[src/rtl/otrk_pkg.sv]
package otrk_pkg;

  typedef enum logic [3:0] {
    K_LOAD    = 4'd0,
    K_IFETCH  = 4'd1,
    K_STORE   = 4'd2,
    K_RMW_RD  = 4'd3,
    K_RMW_WR  = 4'd4,
    K_LL      = 4'd5,
    K_SC      = 4'd6,
    K_LOCK_RD = 4'd7,
    K_LOCK_WR = 4'd8,
    K_FLUSH   = 4'd9
  } req_kind_e;

  typedef enum logic [1:0] {
    S_IDLE    = 2'd0,
    S_ISSUED  = 2'd1,
    S_FULL    = 2'd2,
    S_ALIASED = 2'd3
  } req_status_e;

  // alias counter slots
  localparam int A_ST_LD = 0;
  localparam int A_ST_ST = 1;
  localparam int A_LD_LD = 2;
  localparam int A_LD_ST = 3;

  function automatic logic is_write_class(input logic [3:0] kind);
    return !(kind == K_LOAD || kind == K_IFETCH);
  endfunction

endpackage

[src/rtl/otrk_table.sv]
module otrk_table #(
  parameter int DEPTH     = 8,
  parameter int LINE_W    = 26,
  parameter int AGE_LIMIT = 1000,
  localparam int IDX_W    = (DEPTH > 1) ? $clog2(DEPTH) : 1,
  localparam int OCC_W    = $clog2(DEPTH + 1),
  localparam int AGE_W    = $clog2(AGE_LIMIT + 1)
) (
  input  logic              clk,
  input  logic              rst_n,
  input  logic [LINE_W-1:0] look_line,
  output logic              look_hit,
  input  logic              ins_en,
  input  logic [LINE_W-1:0] ins_line,
  input  logic [3:0]        ins_kind,
  input  logic [LINE_W-1:0] rm_line,
  input  logic              rm_en,
  output logic              rm_hit,
  output logic [3:0]        rm_kind,
  output logic [OCC_W-1:0]  occ,
  output logic              aged
);

  logic              vld    [DEPTH];
  logic [LINE_W-1:0] line_q [DEPTH];
  logic [3:0]        kind_q [DEPTH];
  logic [AGE_W-1:0]  age_q  [DEPTH];
  logic [IDX_W-1:0]  rm_idx;
  logic [IDX_W-1:0]  free_idx;
  logic              got_free;

  always_comb begin
    look_hit = 1'b0;
    rm_hit   = 1'b0;
    rm_idx   = '0;
    rm_kind  = '0;
    free_idx = '0;
    got_free = 1'b0;
    occ      = '0;
    aged     = 1'b0;
    for (int i = 0; i < DEPTH; i++) begin
      if (vld[i] && line_q[i] == look_line) look_hit = 1'b1;
      if (vld[i] && line_q[i] == rm_line) begin
        rm_hit  = 1'b1;
        rm_idx  = IDX_W'(i);
        rm_kind = kind_q[i];
      end
      if (!vld[i] && !got_free) begin
        got_free = 1'b1;
        free_idx = IDX_W'(i);
      end
      occ  = occ + OCC_W'(vld[i]);
      aged = aged | (vld[i] && age_q[i] == AGE_W'(AGE_LIMIT));
    end
  end

  always_ff @(posedge clk) begin
    for (int i = 0; i < DEPTH; i++) begin
      if (!rst_n) begin
        vld[i]    <= 1'b0;
        line_q[i] <= '0;
        kind_q[i] <= '0;
        age_q[i]  <= '0;
      end else if (ins_en && free_idx == IDX_W'(i)) begin
        vld[i]    <= 1'b1;
        line_q[i] <= ins_line;
        kind_q[i] <= ins_kind;
        age_q[i]  <= '0;
      end else begin
        if (rm_en && rm_idx == IDX_W'(i)) vld[i] <= 1'b0;
        if (vld[i] && age_q[i] != AGE_W'(AGE_LIMIT)) age_q[i] <= age_q[i] + 1'b1;
      end
    end
  end

endmodule

[src/rtl/otrk_alias_stats.sv]
module otrk_alias_stats #(
  parameter int CNT_W = 16
) (
  input  logic                  clk,
  input  logic                  rst_n,
  input  logic [3:0]            inc,
  output logic [3:0][CNT_W-1:0] cnt
);

  always_ff @(posedge clk) begin
    for (int g = 0; g < 4; g++) begin
      if (!rst_n)      cnt[g] <= '0;
      else if (inc[g]) cnt[g] <= cnt[g] + 1'b1;
    end
  end

endmodule

[src/rtl/otrk_tracker.sv]
module otrk_tracker
  import otrk_pkg::*;
#(
  parameter int ADDR_W   = 32,
  parameter int LINE_OFS = 6,
  parameter int MAX_OUT  = 8,
  parameter int WD_LIMIT = 1000,
  parameter int CNT_W    = 16,
  localparam int LINE_W  = ADDR_W - LINE_OFS,
  localparam int OUT_W   = $clog2(MAX_OUT + 1)
) (
  input  logic              clk,
  input  logic              rst_n,
  input  logic              req_valid,
  input  logic [3:0]        req_kind,
  input  logic [ADDR_W-1:0] req_addr,
  output logic [1:0]        req_status,
  input  logic              cpl_valid,
  input  logic              cpl_is_write,
  input  logic [ADDR_W-1:0] cpl_addr,
  output logic              cpl_err,
  output logic [OUT_W-1:0]  outstanding,
  output logic              timeout,
  output logic [CNT_W-1:0]  cnt_st_ld,
  output logic [CNT_W-1:0]  cnt_st_st,
  output logic [CNT_W-1:0]  cnt_ld_ld,
  output logic [CNT_W-1:0]  cnt_ld_st
);

  function automatic logic [LINE_W-1:0] to_line(input logic [ADDR_W-1:0] a);
    return a[ADDR_W-1:LINE_OFS];
  endfunction

  logic [LINE_W-1:0] req_line, cpl_line;
  logic              rd_look_hit, wr_look_hit;
  logic              rd_rm_hit, wr_rm_hit;
  logic [3:0]        rd_rm_kind, wr_rm_kind, retire_kind;
  logic [OUT_W-1:0]  rd_occ, wr_occ;
  logic              rd_aged, wr_aged;
  logic              is_full, line_locked, wr_cls;
  logic              ins_rd, ins_wr, rm_rd, rm_wr;
  logic              accept, retire;
  logic [3:0]        alias_inc;
  logic              lock_vld;
  logic [LINE_W-1:0] lock_line;
  logic [3:0][CNT_W-1:0] stat_cnt;

  assign req_line    = to_line(req_addr);
  assign cpl_line    = to_line(cpl_addr);
  assign is_full     = outstanding >= OUT_W'(MAX_OUT);
  assign line_locked = lock_vld && lock_line == req_line && req_kind != K_LOCK_WR;
  assign wr_cls      = is_write_class(req_kind);

  always_comb begin
    req_status = S_IDLE;
    alias_inc  = '0;
    ins_rd     = 1'b0;
    ins_wr     = 1'b0;
    if (req_valid) begin
      if (is_full)          req_status = S_FULL;
      else if (line_locked) req_status = S_ALIASED;
      else if (wr_cls) begin
        if (rd_look_hit) begin
          req_status         = S_ALIASED;
          alias_inc[A_ST_LD] = 1'b1;
        end else if (wr_look_hit) begin
          req_status         = S_ALIASED;
          alias_inc[A_ST_ST] = 1'b1;
        end else begin
          req_status = S_ISSUED;
          ins_wr     = 1'b1;
        end
      end else begin
        if (wr_look_hit) begin
          req_status         = S_ALIASED;
          alias_inc[A_LD_ST] = 1'b1;
        end else if (rd_look_hit) begin
          req_status         = S_ALIASED;
          alias_inc[A_LD_LD] = 1'b1;
        end else begin
          req_status = S_ISSUED;
          ins_rd     = 1'b1;
        end
      end
    end
  end

  assign rm_rd       = cpl_valid && !cpl_is_write && rd_rm_hit;
  assign rm_wr       = cpl_valid && cpl_is_write && wr_rm_hit;
  assign cpl_err     = cpl_valid && !(rm_rd || rm_wr);
  assign accept      = ins_rd || ins_wr;
  assign retire      = rm_rd || rm_wr;
  assign retire_kind = rm_wr ? wr_rm_kind : rd_rm_kind;
  assign timeout     = rd_aged || wr_aged;

  always_ff @(posedge clk) begin
    if (!rst_n) begin
      outstanding <= '0;
      lock_vld    <= 1'b0;
      lock_line   <= '0;
    end else begin
      outstanding <= outstanding + OUT_W'(accept) - OUT_W'(retire);
      if (retire && retire_kind == K_LOCK_RD) begin
        lock_vld  <= 1'b1;
        lock_line <= cpl_line;
      end else if (retire && retire_kind == K_LOCK_WR && lock_line == cpl_line) begin
        lock_vld  <= 1'b0;
      end
    end
  end

  otrk_table #(.DEPTH(MAX_OUT), .LINE_W(LINE_W), .AGE_LIMIT(WD_LIMIT)) u_rd_tab (
    .clk(clk), .rst_n(rst_n),
    .look_line(req_line), .look_hit(rd_look_hit),
    .ins_en(ins_rd), .ins_line(req_line), .ins_kind(req_kind),
    .rm_line(cpl_line), .rm_en(rm_rd), .rm_hit(rd_rm_hit), .rm_kind(rd_rm_kind),
    .occ(rd_occ), .aged(rd_aged)
  );

  otrk_table #(.DEPTH(MAX_OUT), .LINE_W(LINE_W), .AGE_LIMIT(WD_LIMIT)) u_wr_tab (
    .clk(clk), .rst_n(rst_n),
    .look_line(req_line), .look_hit(wr_look_hit),
    .ins_en(ins_wr), .ins_line(req_line), .ins_kind(req_kind),
    .rm_line(cpl_line), .rm_en(rm_wr), .rm_hit(wr_rm_hit), .rm_kind(wr_rm_kind),
    .occ(wr_occ), .aged(wr_aged)
  );

  otrk_alias_stats #(.CNT_W(CNT_W)) u_stats (
    .clk(clk), .rst_n(rst_n), .inc(alias_inc), .cnt(stat_cnt)
  );

  assign cnt_st_ld = stat_cnt[A_ST_LD];
  assign cnt_st_st = stat_cnt[A_ST_ST];
  assign cnt_ld_ld = stat_cnt[A_LD_LD];
  assign cnt_ld_st = stat_cnt[A_LD_ST];

endmodule

[config.mk]
export PLATFORM = sky130hd
export DESIGN_NAME = otrk_tracker
export DESIGN_NICKNAME = d
export VERILOG_FILES = /design/src/rtl/otrk_pkg.sv /design/src/rtl/otrk_table.sv /design/src/rtl/otrk_alias_stats.sv /design/src/rtl/otrk_tracker.sv
export SDC_FILE = /design/constraint.sdc
export NUM_CORES = 2
export LEC_CHECK = 0
export ABC_CLOCK_PERIOD_IN_PS = 4010
export BUFFER_PORTS_ARGS = -buffer_cell sky130_fd_sc_hd__buf_2
export CAP_MARGIN = 10
export CORE_ASPECT_RATIO = 0.8
export CORE_MARGIN = 3
export CORE_UTILIZATION = 61
export CTS_CLUSTER_DIAMETER = 50
export DETAILED_ROUTE_END_ITERATION = 8
export PLACE_DENSITY = 0.79
export SETUP_SLACK_MARGIN = 0.15
export SKIP_CTS_REPAIR_TIMING = 1
export SLEW_MARGIN = 10
export SYNTH_ARGS = -nofsm -noshare
export SYNTH_HDL_FRONTEND = slang
export SYNTH_SLANG_ARGS = --single-unit
export TNS_END_PERCENT = 50
[constraint.sdc]
create_clock -name clk -period 4.01 [get_ports clk]
set_input_delay 0.401 -clock clk [delete_from_list [all_inputs] [get_ports clk]]
set_output_delay 0.401 -clock clk [all_outputs]
set_load 0.05 [all_outputs]
# After elaboration in Yosys (flattened, before gate mapping)
# Memories as Yosys holds them, arrays and structs flattened.
# Cells that the tools add are included.
[classes]
muxes = 395
add_sub_neg = 22
n_eq_ne = 98
n_bitwise = 110
reduce_logical = 158
order_cmp = 1
[op_table]
columns = ["cell", "count"]
rows = [
  ["$eq 26x26->1", 34],
  ["$mux 26", 16],
  ["$mux 10", 32],
  ["$mux 1", 277],
  ["$add 10x1->10 const B", 16],
  ["$eq 10x10->1 const B", 16],
  ["$ne 10x10->1 const B", 16],
  ["$mux 4", 36],
  ["$logic_and 1x1->1", 120],
  ["$or 1x1->1", 110],
  ["$add 16x1->16 const B", 4],
  ["$eq 3x3->1 const B", 16],
  ["$mux 3", 16],
  ["$mux 2", 18],
  ["$logic_not 1->1", 28],
  ["$eq 3x2->1 const B", 8],
  ["$eq 3x1->1 const B", 4],
  ["$logic_not 3->1", 4],
  ["$add 4x1->4", 1],
  ["$eq 4x1->1 const B", 1],
  ["$eq 4x3->1 const B", 1],
  ["$eq 4x4->1 const B", 1],
  ["$ge 4x4->1 const B", 1],
  ["$logic_not 4->1", 1],
  ["4 further kinds", 7],
]
[totals]
out_inout_bits = 72
ram_bits = 656
inputBits = 73
memories = 8
wordCells = 799
ff_bits = 95
[memory_table]
columns = ["name", "depth", "word_bits", "rd", "rd_ports_with_merged_regs", "wr", "line_no", "text"]
rows = [
  ["u_rd_tab.line_q", 8, 26, 8, 0, 8, "otrk_table.sv:25", "logic [LINE_W-1:0] line_q [DEPTH];"],
  ["u_wr_tab.line_q", 8, 26, 8, 0, 8, "otrk_table.sv:25", ""],
  ["u_rd_tab.age_q", 8, 10, 8, 0, 8, "otrk_table.sv:27", "logic [AGE_W-1:0] age_q [DEPTH];"],
  ["u_wr_tab.age_q", 8, 10, 8, 0, 8, "otrk_table.sv:27", ""],
  ["u_rd_tab.kind_q", 8, 4, 8, 0, 8, "otrk_table.sv:26", "logic [3:0] kind_q [DEPTH];"],
  ["u_wr_tab.kind_q", 8, 4, 8, 0, 8, "otrk_table.sv:26", ""],
  ["+2 memories", "n/a", "n/a", "n/a", "n/a", "n/a", "n/a", ""],
]

# Longest topological paths before layout
# An unclocked memory read counts as a cell.
[depth]
depth_word = 29
ltp_mapped = 17
depth_no_buf = 15

# By module
# From an unflattened synthesis, not the netlist that was laid out.
[hier_totals]
hier_cells = 3934
area_unflattened_um2 = 42967.5
[modules_own_cells]
columns = ["module", "instances", "cells_each", "area_per_inst_um2", "seq_area_each_um2"]
rows = [
  ["otrk_table at u_wr_tab", 1, 1680, 19015.7, 9839.4],
  ["otrk_table at u_rd_tab", 1, 1681, 18977.0, 9839.4],
  ["otrk_alias_stats", 1, 324, 2962.8, 1281.2],
  ["otrk_tracker", 1, 249, 2011.9, 620.6],
]

# Least setup slack after synthesis
# OpenSTA, ideal clock, no wires.
[synth_path]
path_type = "register to register"
from = "reg outstanding[2]"
to = "mem u_rd_tab.kind_q[5][0] (netlist: u_rd_tab.kind_q[1][4]), enable pin"
arrival_ns = 3.260
t_required_ns = 3.625
path_slack_ns = 0.366
period_less_slack_ns = 3.644
path_buffers = 0
stages_incl_launch_ff = 10
path_cell_list = "dfxtp_1 > inv_1 > ha_1 > a21oi_1 > and2_1 > o21ai_0 > nor3_2 > nand4_1 > o21a_1 > inv_1"
[synth_lines]
columns = ["element", "line_no", "text"]
rows = [
  ["start, declared", "otrk_tracker.sv:22", "output logic [OUT_W-1:0] outstanding,"],
  ["start signal, assigned", "otrk_tracker.sv:102", "outstanding <= outstanding + OUT_W'(accept) - OUT_W'(retire);"],
  ["end, declared", "otrk_table.sv:26", ""],
]

==> impl_results.md <==
- Max_slew headroom: 0.370
- Die area: 0.0767 mm2
- Fraction of layout cells with a size suffix above 1: 0.138
- Leading area contributor after synthesis: edfxtp_1
- Area fraction of the dominant cell type after synthesis: 0.438
- Starting DRT DRC Count: 4367
- Vias/cell: approximately 6.3
- Warnings, synthesis: 0
- Switching pwr: approximately 5.4 mW
- R2r startpoint: u_wr_tab.line_q[1][88]
- CP peak stage delay: 610 ps
- I/O pin count: around 150
- Dpl hpwl: approximately 100000 um
- Sink Count: around 750
- Post-synth ARST share: 0
- Crit-path max FO: 4
- CP endpoint: cpl_err
- GPL Wtd Cong: ~1.0
- H-Tree Depth: 3
- Distinct cells, synth: 90
- R2R setup slack: 260 ps
- Reg2reg end: lock_vld
- # DRC: 0
- Critical path type: flop to output pin
- Initial core utilization: 0.618
- Fmax: around 260 MHz
- Stages on the worst setup path: 11
- Layout Nets: approximately 4600
- Clock buffer count from CTS: 84
- Slew at the pin closest to its max-slew limit: just over 900 ps
- Vias in the first global route: ~33000
- Worst-skew pair later-pin latency: approximately 660 ps
- Die Y: 248 um
- CTS Root Cell: clkbuf_16
- RSZ-0062 raised after global routing: yes
- Clock Skew: about 34 ps
- Clock power share: 0.398
- Sw Ratio: 0.268
- Final Max Slew Viols: 0
- Fin crit share: 0.962
- CP top delay family: simple AND/OR/NAND/NOR gates
- Design Area, Final: approximately 0.052 mm2
- Power density over the cells: approximately 390 mW/mm2
- Site Rows: slightly below 90
- Synth Register Bits: roughly 750
- Mapped cell area: roughly 0.045 mm2
- Crit path from: u_rd_tab.line_q[0][31]
- Critical path endpoint category: output pin
- FF-to-FF path depth: 11
- Final hold slack: approximately 98 ps
- Crit start category: flop
- Buf+Inv Stages, Crit Path: 4
- DR vias: ~35000
- Post-synth EDFFs: around 650
- Pre-Repair DR Iteration Count: 6
- Post-synthesis cell count: between 4000 and 5000
- Top-count cell post-synth: xnor2_1
- Tot Pwr: between 20 and 25 mW
- Outcome: completed
- Top cells by area, synth: edfxtp_1 44%, xnor2_1 17%, and2_1 6.7%, dfxtp_1 4.3%, nand4_1 4.2%
- Global-route wire length before repair: roughly 210000 um
- CTS tree: done
- Hold Violations, Final: 0
- PnR worst setup slack: between 150 and 200 ps
- Average wire per standard cell: approximately 26 um
- P&R area growth vs syn: 16.3%
- Worst vdd ir: around 0.00032 V
- Data arrival, critical path: 3460 ps
- Worst hold path class: input pin to flop
- Final setup fails: 0
- Core area: around 0.072 mm2
- Setup WS pre-CTS: -230 ps
- GRT Util Overall: 0.372
- Post-synth top flop: edfxtp_1
- Crit-path cells: xor2_1, or4_1, nor4_2, buf_4, a22oi_1, a31oi_1, buf_4, nor2_2, buf_4, and2_1, buf_4
- Seq pwr share: 0.463
- Pint: about 15 mW
- Buffer levels on the longest clock path: 3
- Post-synthesis sequential area ratio: 0.482
- Max_cap viols: 0
- Post-layout util: 0.719
- CTS clk-pin slew, worst paths: around 60 ps
- Syn Area/Cell: around 11 um2
- Initial antenna violation count: 3
- Routed Wire Length: 144000 um
- Number of I/O port buffers: between 100 and 150
- Slowest cell on the critical path: or4_1
- Pin count of the biggest net entering global routing: 60
- Fin crit period: 3860 ps
- Post-route ant nets: 0
- Leak: about 18 nW
- Post-synth top cells: 845 x xnor2_1, 654 x edfxtp_1, 479 x and2_1
- Crit-path most repeated cell: buf_4
- Post-placement cell area: a little under 0.05 mm2
- Comb pwr share: 0.139
- Congestion Overflow GR: 0
- Die X: 309 um
- Worst path required time: about 3600 ps
[cell type report]
cell class                 count  area, um2
antenna                        1       2.50
clock buffer                 108       2350
clock inverter                49        531
fill                        5202      20400
inverter                     113        424
multi-input combinational   3110      21700
sequential                   751      21600
tap                          945       1180
timing repair buffer         451       4310
[metal layers]
layer	track usage	vias to the layer above	wire length [um]
met3	0.0858	449	16900
li1	-	15400	-
met1	0.516	16800	57200
met4	0.188	0	8430
met5	0	-	0
met2	0.550	2036	61100
[sequential cells by signal (all words and copies together), names as in the netlist, 26 cells and up]
signal           flops
u_wr_tab.kind_q     32
u_rd_tab.kind_q     32
u_wr_tab.age_q      80
u_rd_tab.age_q      80
lock_line           26
u_rd_tab.line_q    208
u_stats.cnt         64
u_wr_tab.line_q    208
[power by group through the flow]
| stage | logic, mW | registers, mW | clock network [mW] |
|---|---|---|---|
| 2_1_floorplan | 1.69 | 9.43 | 0 |
| 3_3_place_gp | 2.67 | 9.48 | 0 |
| 3_5_place_dp | 2.71 | 9.50 | 0 |
| 4_1_cts | 2.74 | 9.34 | 8.10 |
| 5_1_grt | 2.97 | 9.39 | 8.39 |
| 6_report | 2.81 | 9.35 | 8.03 |
[cells by family after synthesis]
kind of cell / count (synthesis) / share of synthesized area
compound gates: 201 / 0.0342
simple gates: 1736 / 0.216
fa+ha+maj: 42 / 0.0119
other cells: 1 / 0.0000837
mux: 41 / 0.00938
buf+inv: 362 / 0.0374
xor+xnor: 1066 / 0.210
flops: 751 / 0.482
[worst min-delay path by stage]
stage                         start                      to  slack, ps  cells after the start
floorplan                  lock_vld                lock_vld        460                      1
global placement    u_stats.cnt[31]         u_stats.cnt[31]        470                      2
detailed placement  u_stats.cnt[31]         u_stats.cnt[31]        480                      2
CTS                    req_addr[22]  u_wr_tab.line_q[1][42]         70                      2
global route           req_addr[22]  u_wr_tab.line_q[1][42]        110                      2
finish                 req_addr[22]  u_wr_tab.line_q[1][42]        100                      2
[cells in the final DEF, fill, tap and decap left out, types with 80 or more instances in the layout]
master,netlist,layout
clkbuf_16,0,88
buf_2,68,131
nand3_1,144,144
dfxtp_1,97,97
nand4_1,304,304
edfxtp_1,654,654
xnor2_1,845,842
nor2_1,331,330
and2_1,479,479
buf_4,22,220
inv_1,112,112
buf_12,0,100
xor2_1,214,214
nand2_1,135,135
nor4_1,84,80
[per-stage QoR]
step,instances,setup TNS (ps)
finish,5528,0
global route,5527,0
CTS,5524,-77.1
detailed placement,5367,-5090
global placement,5367,-2070
floorplan,4223,0
Note: power is estimated with default switching activity, not from simulation.
